==> src/rtl/pwm_evt_pkg.sv <==
package pwm_evt_pkg;

   localparam int NUM_PATHS = 3;
   localparam int PS_W      = 2;
   localparam int SEL_W     = 3;
   localparam int CFG_W     = 1 + SEL_W + PS_W;
   localparam int FLAG_W    = 4;

   localparam int PATH_IRQ  = 0;
   localparam int PATH_SOCA = 1;
   localparam int PATH_SOCB = 2;

   localparam logic [2:0] ADR_PRD   = 3'd0;
   localparam logic [2:0] ADR_CMPA  = 3'd1;
   localparam logic [2:0] ADR_CMPB  = 3'd2;
   localparam logic [2:0] ADR_CLK   = 3'd3;
   localparam logic [2:0] ADR_TRIG  = 3'd4;
   localparam logic [2:0] ADR_FCLR  = 3'd5;

   typedef enum logic [SEL_W-1:0] {
      EV_NONE    = 3'd0,
      EV_ZERO    = 3'd1,
      EV_PRD     = 3'd2,
      EV_CMPA_UP = 3'd3,
      EV_CMPB_UP = 3'd4
   } evt_sel_e;

   typedef struct packed {
      logic [PS_W-1:0] prescale;
      evt_sel_e        sel;
      logic            en;
   } path_cfg_t;

   typedef struct packed {
      logic cmpb_up;
      logic cmpa_up;
      logic prd;
      logic zero;
   } evt_vec_t;

   function automatic int flag_pos(input int path);
      case (path)
         PATH_IRQ:  return 0;
         PATH_SOCA: return 2;
         default:   return 3;
      endcase
   endfunction

endpackage

==> src/rtl/pwm_tb_clkdiv.sv <==
module pwm_tb_clkdiv #(
   parameter int HS_W  = 3,
   parameter int CK_W  = 3,
   parameter int DIV_W = HS_W + 1 + (1 << CK_W)
) (
   input  logic            clk,
   input  logic            rst_n,
   input  logic [HS_W-1:0] hs_code,
   input  logic [CK_W-1:0] ck_code,
   output logic            tick
);

   localparam int NEED_W = HS_W + 1 + (1 << CK_W);

   if (DIV_W < NEED_W) begin : g_bad_div_w
      $error("pwm_tb_clkdiv: DIV_W too small for largest divisor");
   end

   logic [HS_W:0]      hs_mult;
   logic [DIV_W-1:0]   divisor;
   logic [DIV_W-1:0]   cnt_q;

   always_comb begin
      if (hs_code == '0) hs_mult = (HS_W+1)'(1);
      else               hs_mult = {hs_code, 1'b0};
      divisor = DIV_W'(hs_mult) << ck_code;
   end

   assign tick = (cnt_q >= divisor - DIV_W'(1));

   always_ff @(posedge clk) begin
      if (!rst_n)     cnt_q <= '0;
      else if (tick)  cnt_q <= '0;
      else            cnt_q <= cnt_q + DIV_W'(1);
   end

endmodule

==> src/rtl/pwm_tb_core.sv <==
module pwm_tb_core
   import pwm_evt_pkg::*;
#(
   parameter int          CTR_W   = 16,
   parameter logic [15:0] PRD_RST = 16'd63
) (
   input  logic             clk,
   input  logic             rst_n,
   input  logic             tick,
   input  logic             prd_wr,
   input  logic             cmpa_wr,
   input  logic             cmpb_wr,
   input  logic [CTR_W-1:0] wdata,
   output logic [CTR_W-1:0] ctr,
   output logic [CTR_W-1:0] prd_act,
   output logic [CTR_W-1:0] cmpa_act,
   output logic [CTR_W-1:0] cmpb_act,
   output evt_vec_t         evt
);

   logic [CTR_W-1:0] prd_sh, cmpa_sh, cmpb_sh;
   logic             fresh_q;
   logic             wrap;

   assign wrap = tick && (ctr >= prd_act);

   always_ff @(posedge clk) begin
      if (!rst_n) begin
         prd_sh  <= CTR_W'(PRD_RST);
         cmpa_sh <= '0;
         cmpb_sh <= '0;
      end else begin
         if (prd_wr)  prd_sh  <= wdata;
         if (cmpa_wr) cmpa_sh <= wdata;
         if (cmpb_wr) cmpb_sh <= wdata;
      end
   end

   always_ff @(posedge clk) begin
      if (!rst_n) begin
         ctr      <= '0;
         prd_act  <= CTR_W'(PRD_RST);
         cmpa_act <= '0;
         cmpb_act <= '0;
         fresh_q  <= 1'b1;
      end else begin
         fresh_q <= tick;
         if (wrap) begin
            ctr      <= '0;
            prd_act  <= prd_sh;
            cmpa_act <= cmpa_sh;
            cmpb_act <= cmpb_sh;
         end else if (tick) begin
            ctr <= ctr + CTR_W'(1);
         end
      end
   end

   always_comb begin
      evt.zero    = fresh_q && (ctr == '0);
      evt.prd     = fresh_q && (ctr == prd_act);
      evt.cmpa_up = fresh_q && (ctr == cmpa_act);
      evt.cmpb_up = fresh_q && (ctr == cmpb_act);
   end

endmodule

==> src/rtl/pwm_evt_path.sv <==
module pwm_evt_path
   import pwm_evt_pkg::*;
(
   input  logic      clk,
   input  logic      rst_n,
   input  path_cfg_t cfg,
   input  evt_vec_t  evt,
   input  logic      block,
   output logic      fire
);

   logic            sel_hit;
   logic            qual;
   logic [PS_W-1:0] cnt_q;
   logic [PS_W:0]   cnt_next;

   always_comb begin
      case (cfg.sel)
         EV_ZERO:    sel_hit = evt.zero;
         EV_PRD:     sel_hit = evt.prd;
         EV_CMPA_UP: sel_hit = evt.cmpa_up;
         EV_CMPB_UP: sel_hit = evt.cmpb_up;
         default:    sel_hit = 1'b0;
      endcase
   end

   assign qual     = cfg.en && sel_hit && !block;
   assign cnt_next = {1'b0, cnt_q} + (PS_W+1)'(1);
   assign fire     = qual && (cfg.prescale != '0) && (cnt_next >= {1'b0, cfg.prescale});

   always_ff @(posedge clk) begin
      if (!rst_n)        cnt_q <= '0;
      else if (!cfg.en)  cnt_q <= '0;
      else if (fire)     cnt_q <= '0;
      else if (qual)     cnt_q <= cnt_next[PS_W-1:0];
   end

endmodule

==> src/rtl/pwm_evt_trig.sv <==
module pwm_evt_trig
   import pwm_evt_pkg::*;
#(
   parameter int          DATA_W  = 32,
   parameter int          ADDR_W  = 3,
   parameter int          CTR_W   = 16,
   parameter int          HS_W    = 3,
   parameter int          CK_W    = 3,
   parameter logic [15:0] PRD_RST = 16'd63
) (
   input  logic              clk,
   input  logic              rst_n,
   input  logic              wr_en,
   input  logic [ADDR_W-1:0] wr_addr,
   input  logic [DATA_W-1:0] wr_data,
   output logic              soca_o,
   output logic              socb_o,
   output logic              irq_o,
   output logic [CTR_W-1:0]  ctr_o,
   output logic [FLAG_W-1:0] flags_o
);

   localparam int DIV_W = HS_W + 1 + (1 << CK_W);

   if (DATA_W < 8 * NUM_PATHS || DATA_W < CTR_W || DATA_W < HS_W + CK_W) begin : g_bad_data_w
      $error("pwm_evt_trig: DATA_W too narrow for register fields");
   end
   if (ADDR_W < 3) begin : g_bad_addr_w
      $error("pwm_evt_trig: ADDR_W must cover six registers");
   end

   logic [HS_W-1:0]   hs_code_q;
   logic [CK_W-1:0]   ck_code_q;
   path_cfg_t         cfg_q [NUM_PATHS];
   logic [FLAG_W-1:0] flags_q;
   logic              tick;
   logic [CTR_W-1:0]  prd_act, cmpa_act, cmpb_act;
   evt_vec_t          evt;
   logic [NUM_PATHS-1:0] fire;
   logic [FLAG_W-1:0] flag_set, flag_clr;
   logic [2:0]        adr;

   assign adr = wr_addr[2:0];

   logic unused_wr;
   assign unused_wr = ^{wr_addr, wr_data};

   always_ff @(posedge clk) begin
      if (!rst_n) begin
         hs_code_q <= '0;
         ck_code_q <= '0;
         for (int p = 0; p < NUM_PATHS; p++) cfg_q[p] <= '0;
      end else if (wr_en) begin
         if (adr == ADR_CLK) begin
            hs_code_q <= wr_data[HS_W-1:0];
            ck_code_q <= wr_data[HS_W +: CK_W];
         end
         if (adr == ADR_TRIG) begin
            for (int p = 0; p < NUM_PATHS; p++)
               cfg_q[p] <= path_cfg_t'(wr_data[p*8 +: CFG_W]);
         end
      end
   end

   pwm_tb_clkdiv #(
      .HS_W  (HS_W),
      .CK_W  (CK_W),
      .DIV_W (DIV_W)
   ) u_div (
      .clk     (clk),
      .rst_n   (rst_n),
      .hs_code (hs_code_q),
      .ck_code (ck_code_q),
      .tick    (tick)
   );

   pwm_tb_core #(
      .CTR_W   (CTR_W),
      .PRD_RST (PRD_RST)
   ) u_core (
      .clk      (clk),
      .rst_n    (rst_n),
      .tick     (tick),
      .prd_wr   (wr_en && adr == ADR_PRD),
      .cmpa_wr  (wr_en && adr == ADR_CMPA),
      .cmpb_wr  (wr_en && adr == ADR_CMPB),
      .wdata    (wr_data[CTR_W-1:0]),
      .ctr      (ctr_o),
      .prd_act  (prd_act),
      .cmpa_act (cmpa_act),
      .cmpb_act (cmpb_act),
      .evt      (evt)
   );

   for (genvar p = 0; p < NUM_PATHS; p++) begin : g_path
      logic blk;
      if (p == PATH_IRQ) begin : g_irq_blk
         assign blk = flags_q[flag_pos(PATH_IRQ)];
      end else begin : g_soc_blk
         assign blk = 1'b0;
      end
      pwm_evt_path u_path (
         .clk   (clk),
         .rst_n (rst_n),
         .cfg   (cfg_q[p]),
         .evt   (evt),
         .block (blk),
         .fire  (fire[p])
      );
   end

   always_comb begin
      flag_set = '0;
      for (int p = 0; p < NUM_PATHS; p++) flag_set[flag_pos(p)] = fire[p];
      flag_clr = (wr_en && adr == ADR_FCLR) ? wr_data[FLAG_W-1:0] : '0;
   end

   always_ff @(posedge clk) begin
      if (!rst_n) flags_q <= '0;
      else        flags_q <= (flags_q & ~flag_clr) | flag_set;
   end

   assign irq_o   = fire[PATH_IRQ];
   assign soca_o  = fire[PATH_SOCA];
   assign socb_o  = fire[PATH_SOCB];
   assign flags_o = flags_q;

endmodule

==> config.mk <==
export PLATFORM = sky130hd
export DESIGN_NAME = pwm_evt_trig
export DESIGN_NICKNAME = d
export VERILOG_FILES = /design/src/rtl/pwm_evt_pkg.sv /design/src/rtl/pwm_tb_clkdiv.sv /design/src/rtl/pwm_tb_core.sv /design/src/rtl/pwm_evt_path.sv /design/src/rtl/pwm_evt_trig.sv
export SDC_FILE = /design/constraint.sdc
export NUM_CORES = 1
export LEC_CHECK = 0
export BUFFER_PORTS_ARGS = -buffer_cell sky130_fd_sc_hd__buf_2
export CORE_MARGIN = 4
export CORE_UTILIZATION = 66
export DETAILED_ROUTE_END_ITERATION = 10
export PLACE_DENSITY = 0.86
export SETUP_SLACK_MARGIN = 0.2
export SYNTH_ARGS = -nofsm -noshare
export SYNTH_HDL_FRONTEND = slang
export SYNTH_SLANG_ARGS = --single-unit
==> constraint.sdc <==
create_clock -name clk -period 5 [get_ports clk]
set_clock_uncertainty 0.05 [all_clocks]
set_input_delay 0.25 -clock clk [delete_from_list [all_inputs] [get_ports clk]]
set_output_delay 0.25 -clock clk [all_outputs]
set_load 0.03 [all_outputs]
== Word level (Yosys, flattened, before mapping) ==
Memories as Yosys holds them, arrays and structs flattened.
Index checks and enable logic that the tools add are counted.

* Bits in registers: 141
* Input bits: 38
* Logic and storage cells: 103
* Memories kept: 1
* RAM bits: 18

* Shift operators: 1
* $add $sub $neg: 6
* Reduce and logical (&&, ||, !) cells: 32
* Equal/unequal tests: 20
* Order comparisons: 5
* Bitwise gates (word level): 10
* Mux-type cells: 13

{| class="wikitable"
|+ Memories
! name !! words !! bits a word !! read ports !! clocked after memory_dff !! write ports !! RTL line !! text
|-
| cfg_q || 3 || 6 || 3 || 0 || 3 || pwm_evt_trig.sv:34 || <nowiki>path_cfg_t cfg_q [NUM_PATHS];</nowiki>
|}

{| class="wikitable"
|+ Operators with widths
! kind !! number
|-
| $eq 16x16->1 || 3
|-
| $eq 3x2->1 const B || 8
|-
| $logic_and 1x1->1 || 19
|-
| $mux 6 || 3
|-
| $add 16x1->16 const B || 1
|-
| $ge 16x16->1 || 1
|-
| $logic_not 16->1 || 1
|-
| $eq 3x3->1 const B || 5
|-
| $add 12x1->12 const B || 1
|-
| $eq 3x1->1 const B || 4
|-
| $ge 12x12->1 || 1
|-
| $pmux 1 s4 || 3
|-
| $shl 4x3->12 || 1
|-
| $sub 12x1->12 const B || 1
|-
| $add 2x1->3 const B || 3
|-
| $ge 3x2->1 || 3
|-
| $reduce_or 3->1 || 3
|-
| $mux 4 || 2
|-
| $logic_not 3->1 || 2
|-
| $reduce_bool 2->1 || 3
|-
| $mux 1 || 5
|-
| $and 4x4->4 || 1
|-
| $not 1->1 || 4
|-
| $not 4->4 || 1
|-
| 5 further kinds || 8
|}

== Longest topological paths before layout ==
Gate-level depths: netlist of run 1.

* Depth in word-level cells: 8
* Mapped depth: 19
* Gate-level depth less buffers: 15

== Hierarchy ==
From an unflattened synthesis of run 1, not the netlist that was laid out.

* Cells, all modules: 828
* Area total of the unflattened synthesis: 8145.3 sq um

{| class="wikitable"
|+ By module, submodules not included
! module !! seq. area each (sq um) !! area an instance (sq um) !! instances !! cells an instance
|-
| pwm_tb_core || 2262.2 || 4864.7 || 1 || 478
|-
| pwm_tb_clkdiv || 240.2 || 1315.0 || 1 || 158
|-
| pwm_evt_trig || 740.7 || 1244.9 || 1 || 108
|-
| pwm_evt_path || 40.0 || 240.2 || 3 || 28
|}

== Worst setup path before layout of run 1 ==
Ideal clock, no wire load.

* Path kind: register -> register
* Start point: reg ck_code_q[1]
* End point: reg u_core.ctr[15]
* Clock period less this slack: 3391 ps
* Cell stages (with the launch flop): 16
* Library setup time: 81 ps
* Slack: 1609 ps
* Required time: 4869 ps
* Arrival time: 3261 ps
* Path through: dfxtp_1 > clkbuf_1 > mux2_2 > nor2_1 > a21o_1 > o2111ai_2 > nor2_1 > mux2_1 > ha_1 > and4_1 > o21ai_1 > a21oi_1 > a221oi_2 > buf_2 > or4_1 > a211oi_2

* Cells in the longest elaborated chain, start to end: 5

{| class="wikitable"
|+ Ends and longest elaborated chain
! item !! RTL line !! text
|-
| start: declaration || pwm_evt_trig.sv:33 || <nowiki>logic [CK_W-1:0] ck_code_q;</nowiki>
|-
| start signal: assignment || pwm_evt_trig.sv:56 || <nowiki>ck_code_q <= wr_data[HS_W +: CK_W];</nowiki>
|-
| $shl 4x3->12 (*) || pwm_tb_clkdiv.sv:26 || <nowiki>divisor = DIV_W'(hs_mult) << ck_code;</nowiki>
|-
| $sub 12x1->12 (*) || pwm_tb_clkdiv.sv:29 || <nowiki>assign tick = (cnt_q >= divisor - DIV_W'(1));</nowiki>
|-
| $ge 12x12->1 (*) || pwm_tb_clkdiv.sv:29 ||
|-
| $logic_and 1x1->1 || pwm_tb_core.sv:25 || <nowiki>assign wrap = tick && (ctr >= prd_act);</nowiki>
|-
| $reduce_or 2->1 (no line) || n/a ||
|-
| end signal: assignment || pwm_tb_core.sv:54 || <nowiki>ctr <= ctr + CTR_W'(1);</nowiki>
|-
| end: declaration || pwm_tb_core.sv:14 || <nowiki>output logic [CTR_W-1:0] ctr,</nowiki>
|}

Every way passes the cells marked *; elsewhere a longest branch is shown, timed or not.
A chain may end at the register's enable or synchronous reset.

== Worst setup path in the final report of run 1 ==
* Start point: reg ck_code_q[2]
* End point: reg u_core.prd_act[9]

* Cells in the longest elaborated chain, start to end: 4

{| class="wikitable"
|+ Ends and longest elaborated chain
! item !! RTL line !! text
|-
| $shl 4x3->12 || pwm_tb_clkdiv.sv:26 ||
|-
| $sub 12x1->12 || pwm_tb_clkdiv.sv:29 ||
|-
| $ge 12x12->1 || pwm_tb_clkdiv.sv:29 ||
|-
| $logic_and 1x1->1 || pwm_tb_core.sv:25 ||
|-
| end signal: assignment || pwm_tb_core.sv:42 || <nowiki>prd_act <= CTR_W'(PRD_RST);</nowiki>
|-
| end signal: assignment || pwm_tb_core.sv:50 || <nowiki>prd_act <= prd_sh;</nowiki>
|-
| end: declaration || pwm_tb_core.sv:15 || <nowiki>output logic [CTR_W-1:0] prd_act,</nowiki>
|}

Every way passes these cells.

==> impl_metrics.py, run 1 <==
metrics = {
    "floorplanning": {
        "fp-row-count": 41,
        "initial_utilization_pct": 67.7,
        "core_area_um2": 12700,
        "die_y_um": 122,
        "top_level_ports": 61,
        "fp.dieArea_um2": 14900,
        "die_w_um": 122,
    },
    "global_routing": {
        "fraction_of_met2_tracks_used_by_global_routing_pct": 46.6,
        "grt_antenna_before_repair": 0,
        "grt.met3_usage_pct": 6.31,
        "grtUsageTotal_pct": 28.7,
        "grt_max_degree": 95,
        "grtUsageMet1_pct": 37.1,
        "grt_first_pass_wirelength_um": 33600,
        "globalRoute.totalOverflow": 0,
        "grt_pass1_vias": 6783,
        "grt.busiest_layer": "met2",
    },
    "cts": {
        "clock_path_buffers": 2,
        "ctsRootBufferMaster": "clkbuf_16",
        "cts_tree": "done",
        "cts_resized": 0,
        "clk_pin_slew_ps": 60,
        "postCtsSetupRepairBufs": 0,
        "tritoncts_num_sinks": 159,
        "clock_tree.htree_level_count": 4,
        "worst_skew_pair.late_latency_ps": 420,
        "numCtsBuffers": 17,
        "post_cts_hold_buffer_count": 0,
    },
    "route": {
        "wirelength_um": 20500,
        "drt-vias-per-instance": 6.11,
        "detail_route.first_pass.iterations": 5,
        "vias": 7129,
        "drt_iter0_markers": 769,
        "ant_nets": 0,
        "drc": 0,
        "wl_per_cell_um": 17.6,
    },
    "power_and_ir_drop": {
        "vdd.ir_drop.worst_uv": 273,
        "power.leakage_nw": 3.68,
        "netSwitchingPower_uw": 766,
        "total_power_mw": 3.02,
        "intPower_mw": 2.25,
        "switching_fraction_of_total_power_pct": 25.4,
        "sequentialPowerShare_pct": 45.1,
        "power.density_nw_per_um2": 323,
        "pwr-share-clk_pct": 44.2,
        "combPwrFrac_pct": 10.7,
    },
    "critical_path": {
        "crit_required_ps": 5300,
        "critical_path.max_stage_delay_ps": 650,
        "setup.worst_path.class": "flop to flop",
        "critical_path.cell_chain": "inv_1, nand2_1, nor2_1, nand2_1, ha_1, o2111ai_2, nor2_1, mux2_1, ha_1, and4_1, o21ai_1, a21oi_1, a221oi_4, buf_4, a31oi_4, buf_4, mux2i_1",
        "cp_data_arrival_time_ps": 4410,
        "critical_path_peak_fanout": 38,
        "library_cell_contributing_the_largest_single_delay_on_the_critical_path": "dfxtp_1",
        "cp-start-kind": "flop",
        "cp-end-kind": "flop",
    },
    "hold_path": {
        "hp-class": "input pin to flop",
    },
    "finish": {
        "antenna_cells_inserted": 0,
        "areaGrowthSynthToFinish_pct": 8.98,
        "post_route_cells_drive_above_1_share_pct": 13.6,
        "filler_cell_count": 908,
        "mostFrequentLayoutCell": "nand2_1",
        "layout.nets": 1060,
        "commonest_non_fill_non_tap_cells_in_the_layout": "nand2_1, dfxtp_1, mux2i_1",
    },
    "yosys": {
        "syn_avg_cell_area_um2": 8.84,
        "synthesis.yosys.warnings": 0,
        "synth_fp_nets": 1050,
        "ys_async_sr_fraction_pct": 0,
        "syn-cell-area_um2": 8580,
        "synth_seq_cells": 159,
        "yosysUniqueCellTypes": 73,
        "yosysSeqAreaShare_pct": 39.2,
        "syn-instance-count": 971,
        "number_of_enable_type_register_cells_in_the_synthesized_netlist": 18,
        "ys_dominant_reg_cell": "dfxtp_1",
    },
    "timing": {
        "fin_tns_setup_ps": 0,
        "report.final.slew_viol_count": 0,
        "max-slew-margin-rel_pct": 18.9,
        "hold_ws_ps": 31.7,
        "layout_min_cycle_time_ps": 4110,
        "max_slew.worst_pin.slew_ps": 1210,
        "fmax_mhz": 243,
        "final_hold_violating_endpoints": 0,
        "final.period_utilization_pct": 82.2,
        "setup_viol": 0,
        "unrepaired_setup_endpoints_after_global_routing": "no",
    },
    "placement": {
        "globalplace.congestion": 0.940,
        "port_buffers": 50,
        "detailed_place_hpwl_um": 13600,
    },
    "status": {
        "outcome": "completed",
    },
    "job": {
        "cap_viol_max_count": 0,
    },
}
-- power by group through the flow --
stage | Clock [mW] | Combinational (mW) | Sequential [mW]
detailed placement | 0 | 0.312 | 1.39
global placement | 0 | 0.302 | 1.39
global route | 1.39 | 0.354 | 1.37
finish | 1.33 | 0.323 | 1.36
floorplan | 0 | 0.228 | 1.38
CTS | 1.34 | 0.320 | 1.36
-- flip-flops by register name, indices dropped and copies added, names as in the netlist --
| signal | cells |
|---|---|
| hs_code_q | 3 |
| u_core.prd_sh | 16 |
| u_core.prd_act | 16 |
| ck_code_q | 3 |
| u_core.cmpa_sh | 16 |
| u_core.ctr | 16 |
| flags_o | 4 |
| u_div.cnt_q | 12 |
| u_core.cmpa_act | 16 |
| u_core.fresh_q | 1 |
| u_core.cmpb_act | 16 |
| g_path.u_path.cnt_q | 6 |
| u_core.cmpb_sh | 16 |
| cfg_q | 18 |
-- synth_stat cells (5+ instances only) --
master	number	area, um2
xor2_1	34	298
buf_2	14	70.1
nand2b_1	6	37.5
nor3_1	6	30.0
nand4_1	10	62.6
o211ai_1	7	52.6
nor4_1	11	68.8
and2_1	19	119
edfxtp_1	18	541
or3_1	8	50.1
o21ai_0	15	75.1
and3_1	7	43.8
mux2i_1	57	571
dfxtp_1	141	2820
a21o_1	6	45.0
o22ai_1	5	31.3
nor2b_1	13	81.3
o31ai_1	14	105
a21oi_1	50	250
ha_1	38	475
xnor2_1	11	96.3
a211oi_2	14	175
buf_6	7	78.8
clkbuf_1	38	143
or4_1	11	82.6
nand2_1	210	788
and4_1	5	43.8
nor2_1	45	169
o211ai_2	5	62.6
a311o_1	6	60.1
nand3_1	27	135
inv_1	38	143
-- logic make-up (layout without fill, tap and decap cells) --
| group | Yosys count | count (layout) | synth area share (%) |
|---|---|---|---|
| AND/OR/NAND/NOR | 402 | 402 | 22.4 |
| buffers and inverters | 106 | 129 | 6.52 |
| adder cells (fa/ha/maj) | 41 | 41 | 6.24 |
| XOR/XNOR | 45 | 45 | 4.59 |
| multiplexers | 59 | 59 | 6.91 |
| other | 1 | 1 | 0.0437 |
| AO/OA/AOI/OAI | 158 | 158 | 14.1 |
| flip-flops | 159 | 159 | 39.2 |
-- routing by layer --
layer	up-vias	routed length, um	share of wire, %
met4	0	530	2.6
li1	3399	-	-
met2	288	9790	48
met3	49	1440	7.0
met5	-	0	0
met1	3393	8730	43
-- final cells by class --
| cell class | instances | area (um2) | share of cell area [%] |
|---|---|---|---|
| Multi-Input combinational cell | 706 | 4690 | 50.1 |
| Sequential cell | 159 | 3360 | 36.0 |
| Clock buffer | 24 | 512 | 5.47 |
| Timing Repair Buffer | 59 | 333 | 3.56 |
| Tap cell | 172 | 215 | 2.30 |
| Inverter | 38 | 143 | 1.52 |
| Clock inverter | 8 | 100 | 1.07 |
-- final timing paths --
path                     start                 to  slack [ps]  cells after the start
max               ck_code_q[2]  u_core.prd_act[9]         890                     17
max reg2reg       ck_code_q[2]  u_core.prd_act[9]         890                     17
min                 wr_data[6]  u_core.cmpa_sh[6]          30                      3
min reg2reg  u_core.prd_sh[12]  u_core.prd_sh[12]         400                      2
-- stage by stage --
step / utilization, % / instances / instance area, um2 / setup slack (ps)
after global routing: 73.8 / 1166 / 9360 / 573
after global placement: 69.0 / 1134 / 8740 / 1030
final: 73.8 / 1166 / 9360 / 891
after CTS: 73.8 / 1166 / 9360 / 922
after detailed placement: 69.0 / 1134 / 8740 / 951
after floorplan: - / 971 / 8580 / 1610
-- critical path: cells and delay by family, from the launching register on --
kind | cells | cell delay, ps
AO/OA/AOI/OAI | 5 | 780
buffers and inverters | 3 | 810
AND/OR/NAND/NOR | 5 | 600
adder cells (fa/ha/maj) | 2 | 500
multiplexers | 2 | 590
flip-flops | 1 | 650
(Power assumes the default switching activity.)
==> inputs of run 2 (changes only) <==
Settings changed: CORE_UTILIZATION 66 to 61, PLACE_DENSITY 0.86 to 0.8.
Clock period 5 ns to 3.85 ns, I/O delays scaled along.
==> run 2 against run 1 <==
Net effect:
- non-clock buffer count up 52
- routed wire length up 13%
- critical path type unchanged
- clock power up 20%
- largest power group unchanged
==> impl_metrics.py, run 2 (synthesized netlist as in run 1, its figures left out) <==
metrics = {
    "power_and_ir_drop": {
        "vdd.ir_drop.worst_uv": 347,
        "power.density_nw_per_um2": 386,
        "total_power_mw": 3.91,
        "power.leakage_nw": 4.02,
    },
    "route": {
        "ant_nets": 0,
        "wirelength_um": 23200,
        "drt_iter0_markers": 791,
        "drt-vias-per-instance": 6.08,
        "wl_per_cell_um": 18.9,
        "drc": 0,
        "detail_route.first_pass.iterations": 5,
        "vias": 7453,
    },
    "critical_path": {
        "cp_data_arrival_time_ps": 3990,
        "setup.worst_path.class": "flop to flop",
        "cp-end-kind": "flop",
        "cp-start-kind": "flop",
        "critical_path_peak_fanout": 7,
        "crit_required_ps": 4150,
        "timing.reg2reg.worst_path_depth": 15,
    },
    "placement": {
        "detailed_place_hpwl_um": 13900,
        "place_ws_ps": 83.2,
        "port_buffers": 50,
        "globalplace.congestion": 0.881,
        "dp.cells": 1151,
        "place_area_um2": 8850,
    },
    "finish": {
        "finalCoreUtilization_pct": 73.2,
        "filler_cell_count": 966,
        "layout.nets": 1112,
        "finish.cell_count_without_fillers": 1226,
        "multiInputGateArea_um2": 4830,
        "regArea_um2": 3380,
        "design_area_um2": 10100,
        "post_route_cells_drive_above_1_share_pct": 19.2,
        "antenna_cells_inserted": 0,
        "largest_reg_flops": 18,
        "areaGrowthSynthToFinish_pct": 18.0,
        "mostFrequentLayoutCell": "nand2_1",
        "commonest_non_fill_non_tap_cells_in_the_layout": "nand2_1, dfxtp_1, mux2i_1",
        "top_register": "cfg_q",
    },
    "cts": {
        "clock_tree.htree_level_count": 4,
        "cts_tree": "done",
        "clk_pin_slew_ps": 70,
        "tritoncts_num_sinks": 159,
        "numCtsBuffers": 17,
        "clock_path_buffers": 2,
        "worst_skew_pair.late_latency_ps": 430,
        "ctsRootBufferMaster": "clkbuf_16",
    },
    "timing": {
        "max-slew-margin-rel_pct": 17.5,
        "layout_min_cycle_time_ps": 3680,
        "fin_tns_setup_ps": 0,
        "max_slew.worst_pin.slew_ps": 1230,
        "worst_case_setup_margin_in_the_final_layout_ps": 167,
        "final_hold_violating_endpoints": 0,
        "final.period_utilization_pct": 95.7,
        "report.final.slew_viol_count": 0,
        "fmax_mhz": 271,
        "unrepaired_setup_endpoints_after_global_routing": "yes",
        "setup_viol": 0,
        "hold_ws_ps": 27.7,
    },
    "global_routing": {
        "grt_antenna_before_repair": 0,
        "globalRoute.totalOverflow": 0,
        "grt_max_degree": 60,
        "grt_pass1_vias": 7253,
        "grt_first_pass_wirelength_um": 35800,
        "grtUsageTotal_pct": 27.9,
    },
    "floorplanning": {
        "fp.dieArea_um2": 16000,
        "initial_utilization_pct": 62.1,
        "top_level_ports": 61,
        "fp-row-count": 43,
        "die_y_um": 127,
        "die_w_um": 127,
        "core_area_um2": 13800,
    },
    "hold_path": {
        "hp-class": "input pin to flop",
        "worst_hold_path.num_cells": 3,
    },
    "job": {
        "cap_viol_max_count": 0,
    },
    "status": {
        "outcome": "completed",
    },
}
==> run 2: critical path: stages (launching register included) <==
cell,delay (ps)
dfxtp_4,370
nor3_4,370
mux2i_4,140
a21o_1,260
o2111ai_4,250
nor2_2,70
mux2_4,320
ha_4,250
and4_1,190
o21ai_2,60
a21oi_2,140
a221oi_4,100
buf_6,160
buf_16,130
or4_1,520
a211oi_2,210
==> run 2: layout make-up <==
type                            instances  area share [%]
Multi-Input combinational cell        706            47.7
Clock inverter                         15            1.26
Timing Repair Buffer                  111            9.77
Sequential cell                       159            33.4
Inverter                               38            1.41
Tap cell                              180            2.22
Clock buffer                           17            4.20
==> run 2: path summary, 6_finish.rpt <==
kind | from | to | slack [ps]
worst max-delay path | hs_code_q[0] | u_core.ctr[6] | 170
worst min-delay path | wr_data[10] | u_core.cmpb_sh[10] | 30
worst max register to register | hs_code_q[0] | u_core.ctr[6] | 170
worst min register to register | u_core.prd_sh[8] | u_core.prd_sh[8] | 400
==> run 2: what timing repair did <==
action | CTS | global route
resized for setup | 24 | 30
hold endpoints to repair | 18 | 0
setup buffers | 17 | 7
hold buffers | 10 | 0
pin swaps | 11 | 29
endpoints found under the setup margin | 73 | 76
cloned | 4 | 5
==> run 2: per-layer routing <==
metal	GRT usage (%)	up-vias	routed length, um
li1	-	3505	-
met1	35.8	3553	9560
met2	46.0	324	11100
met3	5.01	71	1700
met4	12.4	0	834
met5	0	-	0
==> run 2: report_power, final <==
part           internal [mW]  switching, mW
sequential              1.72         0.0506
combinational          0.234          0.315
clock                  0.935          0.663
==> inputs of run 3 (changes only) <==
Settings changed: CORE_UTILIZATION 61 to 63, CTS_BUF_LIST from default to sky130_fd_sc_hd__clkbuf_8, HOLD_SLACK_MARGIN from default to 0.12, PLACE_DENSITY 0.8 to 0.83.
==> run 3 against run 2 <==
Net effect:
- sequential cell count unchanged
- total power down 8.6%
- clock power fell by 21%
- first-iteration DRC count rose by 2.7%
- maximum frequency grew 0.98%
- setup slack better by 36 ps
- routed wire length fell by 2.5%
- sequential power about the same
- count of clock-buffer cells in the layout up 3
- highest routed layer unchanged
==> impl_metrics.py, run 3 (synthesized netlist as in run 1, its figures left out) <==
metrics = {
    "global_routing": {
        "grt_antenna_before_repair": 0,
        "globalRoute.totalOverflow": 0,
        "grt_first_pass_wirelength_um": 33400,
        "grt_max_degree": 69,
        "grtUsageTotal_pct": 26.3,
        "grt_pass1_vias": 6607,
    },
    "floorplanning": {
        "fp.dieArea_um2": 15600,
        "die_y_um": 125,
        "initial_utilization_pct": 64.6,
        "core_area_um2": 13300,
        "fp-row-count": 42,
        "die_w_um": 125,
        "top_level_ports": 61,
    },
    "critical_path": {
        "critical_path.endpoint": "u_core.ctr[10]",
        "setup.reg_to_reg.worst_slack_ps": 200,
        "reg_to_reg_critical_path_endpoint": "u_core.ctr[10]",
        "setup.worst_path.class": "flop to flop",
        "cp-start-kind": "flop",
        "crit_required_ps": 4180,
        "cp-end-kind": "flop",
        "crit_start": "hs_code_q[0]",
        "cp_data_arrival_time_ps": 3970,
        "critical_path_peak_fanout": 8,
        "timing.rr.start": "hs_code_q[0]",
        "timing.reg2reg.worst_path_depth": 15,
    },
    "cts": {
        "numCtsBuffers": 17,
        "clock_path_buffers": 2,
        "clk_pin_slew_ps": 80,
        "ctsRootBufferMaster": "clkbuf_8",
        "worst_skew_pair.late_latency_ps": 460,
        "clock_tree.htree_level_count": 4,
        "tritoncts_num_sinks": 159,
        "cts_tree": "done",
    },
    "timing": {
        "final_hold_violating_endpoints": 0,
        "layout_min_cycle_time_ps": 3650,
        "max_slew.worst_pin.slew_ps": 1260,
        "final.period_utilization_pct": 94.7,
        "unrepaired_setup_endpoints_after_global_routing": "yes",
        "fin_tns_setup_ps": 0,
        "max-slew-margin-rel_pct": 15.7,
        "fmax_mhz": 274,
        "setup_viol": 0,
        "report.final.slew_viol_count": 0,
        "hold_ws_ps": 187,
    },
    "route": {
        "detail_route.first_pass.iterations": 5,
        "vias": 7418,
        "drt_iter0_markers": 812,
        "drt-vias-per-instance": 6.08,
        "ant_nets": 0,
        "drc": 0,
        "wirelength_um": 22600,
        "wl_per_cell_um": 18.5,
    },
    "placement": {
        "globalplace.congestion": 0.892,
        "port_buffers": 50,
        "place_area_um2": 8840,
        "detailed_place_hpwl_um": 14000,
    },
    "status": {
        "outcome": "completed",
    },
    "finish": {
        "design_area_um2": 9910,
        "filler_cell_count": 923,
        "finalCoreUtilization_pct": 74.6,
        "largest_reg_flops": 18,
        "antenna_cells_inserted": 0,
        "top_register": "cfg_q",
        "post_route_cells_drive_above_1_share_pct": 17.7,
        "mostFrequentLayoutCell": "nand2_1",
        "commonest_non_fill_non_tap_cells_in_the_layout": "nand2_1, dfxtp_1, mux2i_1",
        "layout.nets": 1111,
        "areaGrowthSynthToFinish_pct": 15.5,
    },
    "hold_path": {
        "timing.hold.worst.start": "rst_n",
        "hp-class": "input pin to flop",
    },
    "power_and_ir_drop": {
        "power.leakage_nw": 3.94,
        "power.density_nw_per_um2": 361,
        "vdd.ir_drop.worst_uv": 278,
    },
    "job": {
        "cap_viol_max_count": 0,
    },
}
[run 3: cell types whose count changed in the layout (fill, tap and decap cells not counted), sizes merged]
cell	previous run	this run
clkinv	10	5
buf	97	81
dlymetal6s2s	0	1
dlygate4sd3	10	22
inv	38	41
clkbuf	21	26
clkinvlp	3	2
[run 3: critical path: stages (launching register included)]
cell	delay (ps)
dfxtp_4	380
and2_4	180
o311ai_4	260
o221a_2	250
o2111ai_4	140
nor2_1	140
mux2_1	340
ha_1	270
and4_1	190
o21ai_2	70
a21oi_2	160
a221oi_4	120
buf_12	170
buf_6	140
or4_4	510
a211oi_2	190
[run 3: repair_timing]
item	CTS	global route
gates resized for setup	6	25
hold endpoints to repair	75	0
gates cloned	0	9
endpoints found under the setup margin	57	73
buffers inserted	1	12
pin swaps	1	24
hold buffers	22	0
[run 3: through the flow]
stage,setup slack (ps),instances,power [mW]
floorplan,459,971,2.09
global placement,206,1145,2.21
detailed placement,131,1145,2.22
CTS,218,1200,3.48
global route,76.0,1221,3.71
finish,202,1221,3.58
[run 3: how the worst min path moves through the flow]
| stage | slack, ps | cells after the start | endpoint |
|---|---|---|---|
| final | 190 | 2 | u_core.prd_act[3] |
| after global routing | 200 | 2 | u_core.prd_act[5] |
| after CTS | 170 | 2 | u_core.prd_act[1] |
| after detailed placement | 370 | 2 | flags_o[1] |
| after global placement | 370 | 2 | flags_o[1] |
| after floorplan | 230 | 1 | flags_o[1] |
[run 3: cell type report]
type | instances | area (um2) | area share, %
clock buffers | 20 | 275 | 2.78
clock inverters | 12 | 134 | 1.35
inverters | 38 | 143 | 1.44
multi-input cells | 706 | 4790 | 48.3
flip-flops and latches | 159 | 3380 | 34.1
well taps | 176 | 220 | 2.22
repair buffers | 110 | 967 | 9.76
[run 3: metal layers]
layer / GRT usage, % / share of wire [%] / vias to the layer above / routed length [um]
li1: - / - / 3506 / -
met1: 35.3 / 41 / 3537 / 9290
met2: 42.7 / 48 / 305 / 10800
met3: 5.15 / 8.1 / 70 / 1820
met4: 8.83 / 3.2 / 0 / 719
met5: 0 / 0 / - / 0
[run 3: power by group]
| part | switching (mW) | internal [mW] | leakage (nW) |
|---|---|---|---|
| registers | 0.0511 | 1.71 | 1.32 |
| clock network | 0.635 | 0.630 | 0.207 |
| logic | 0.313 | 0.235 | 2.42 |
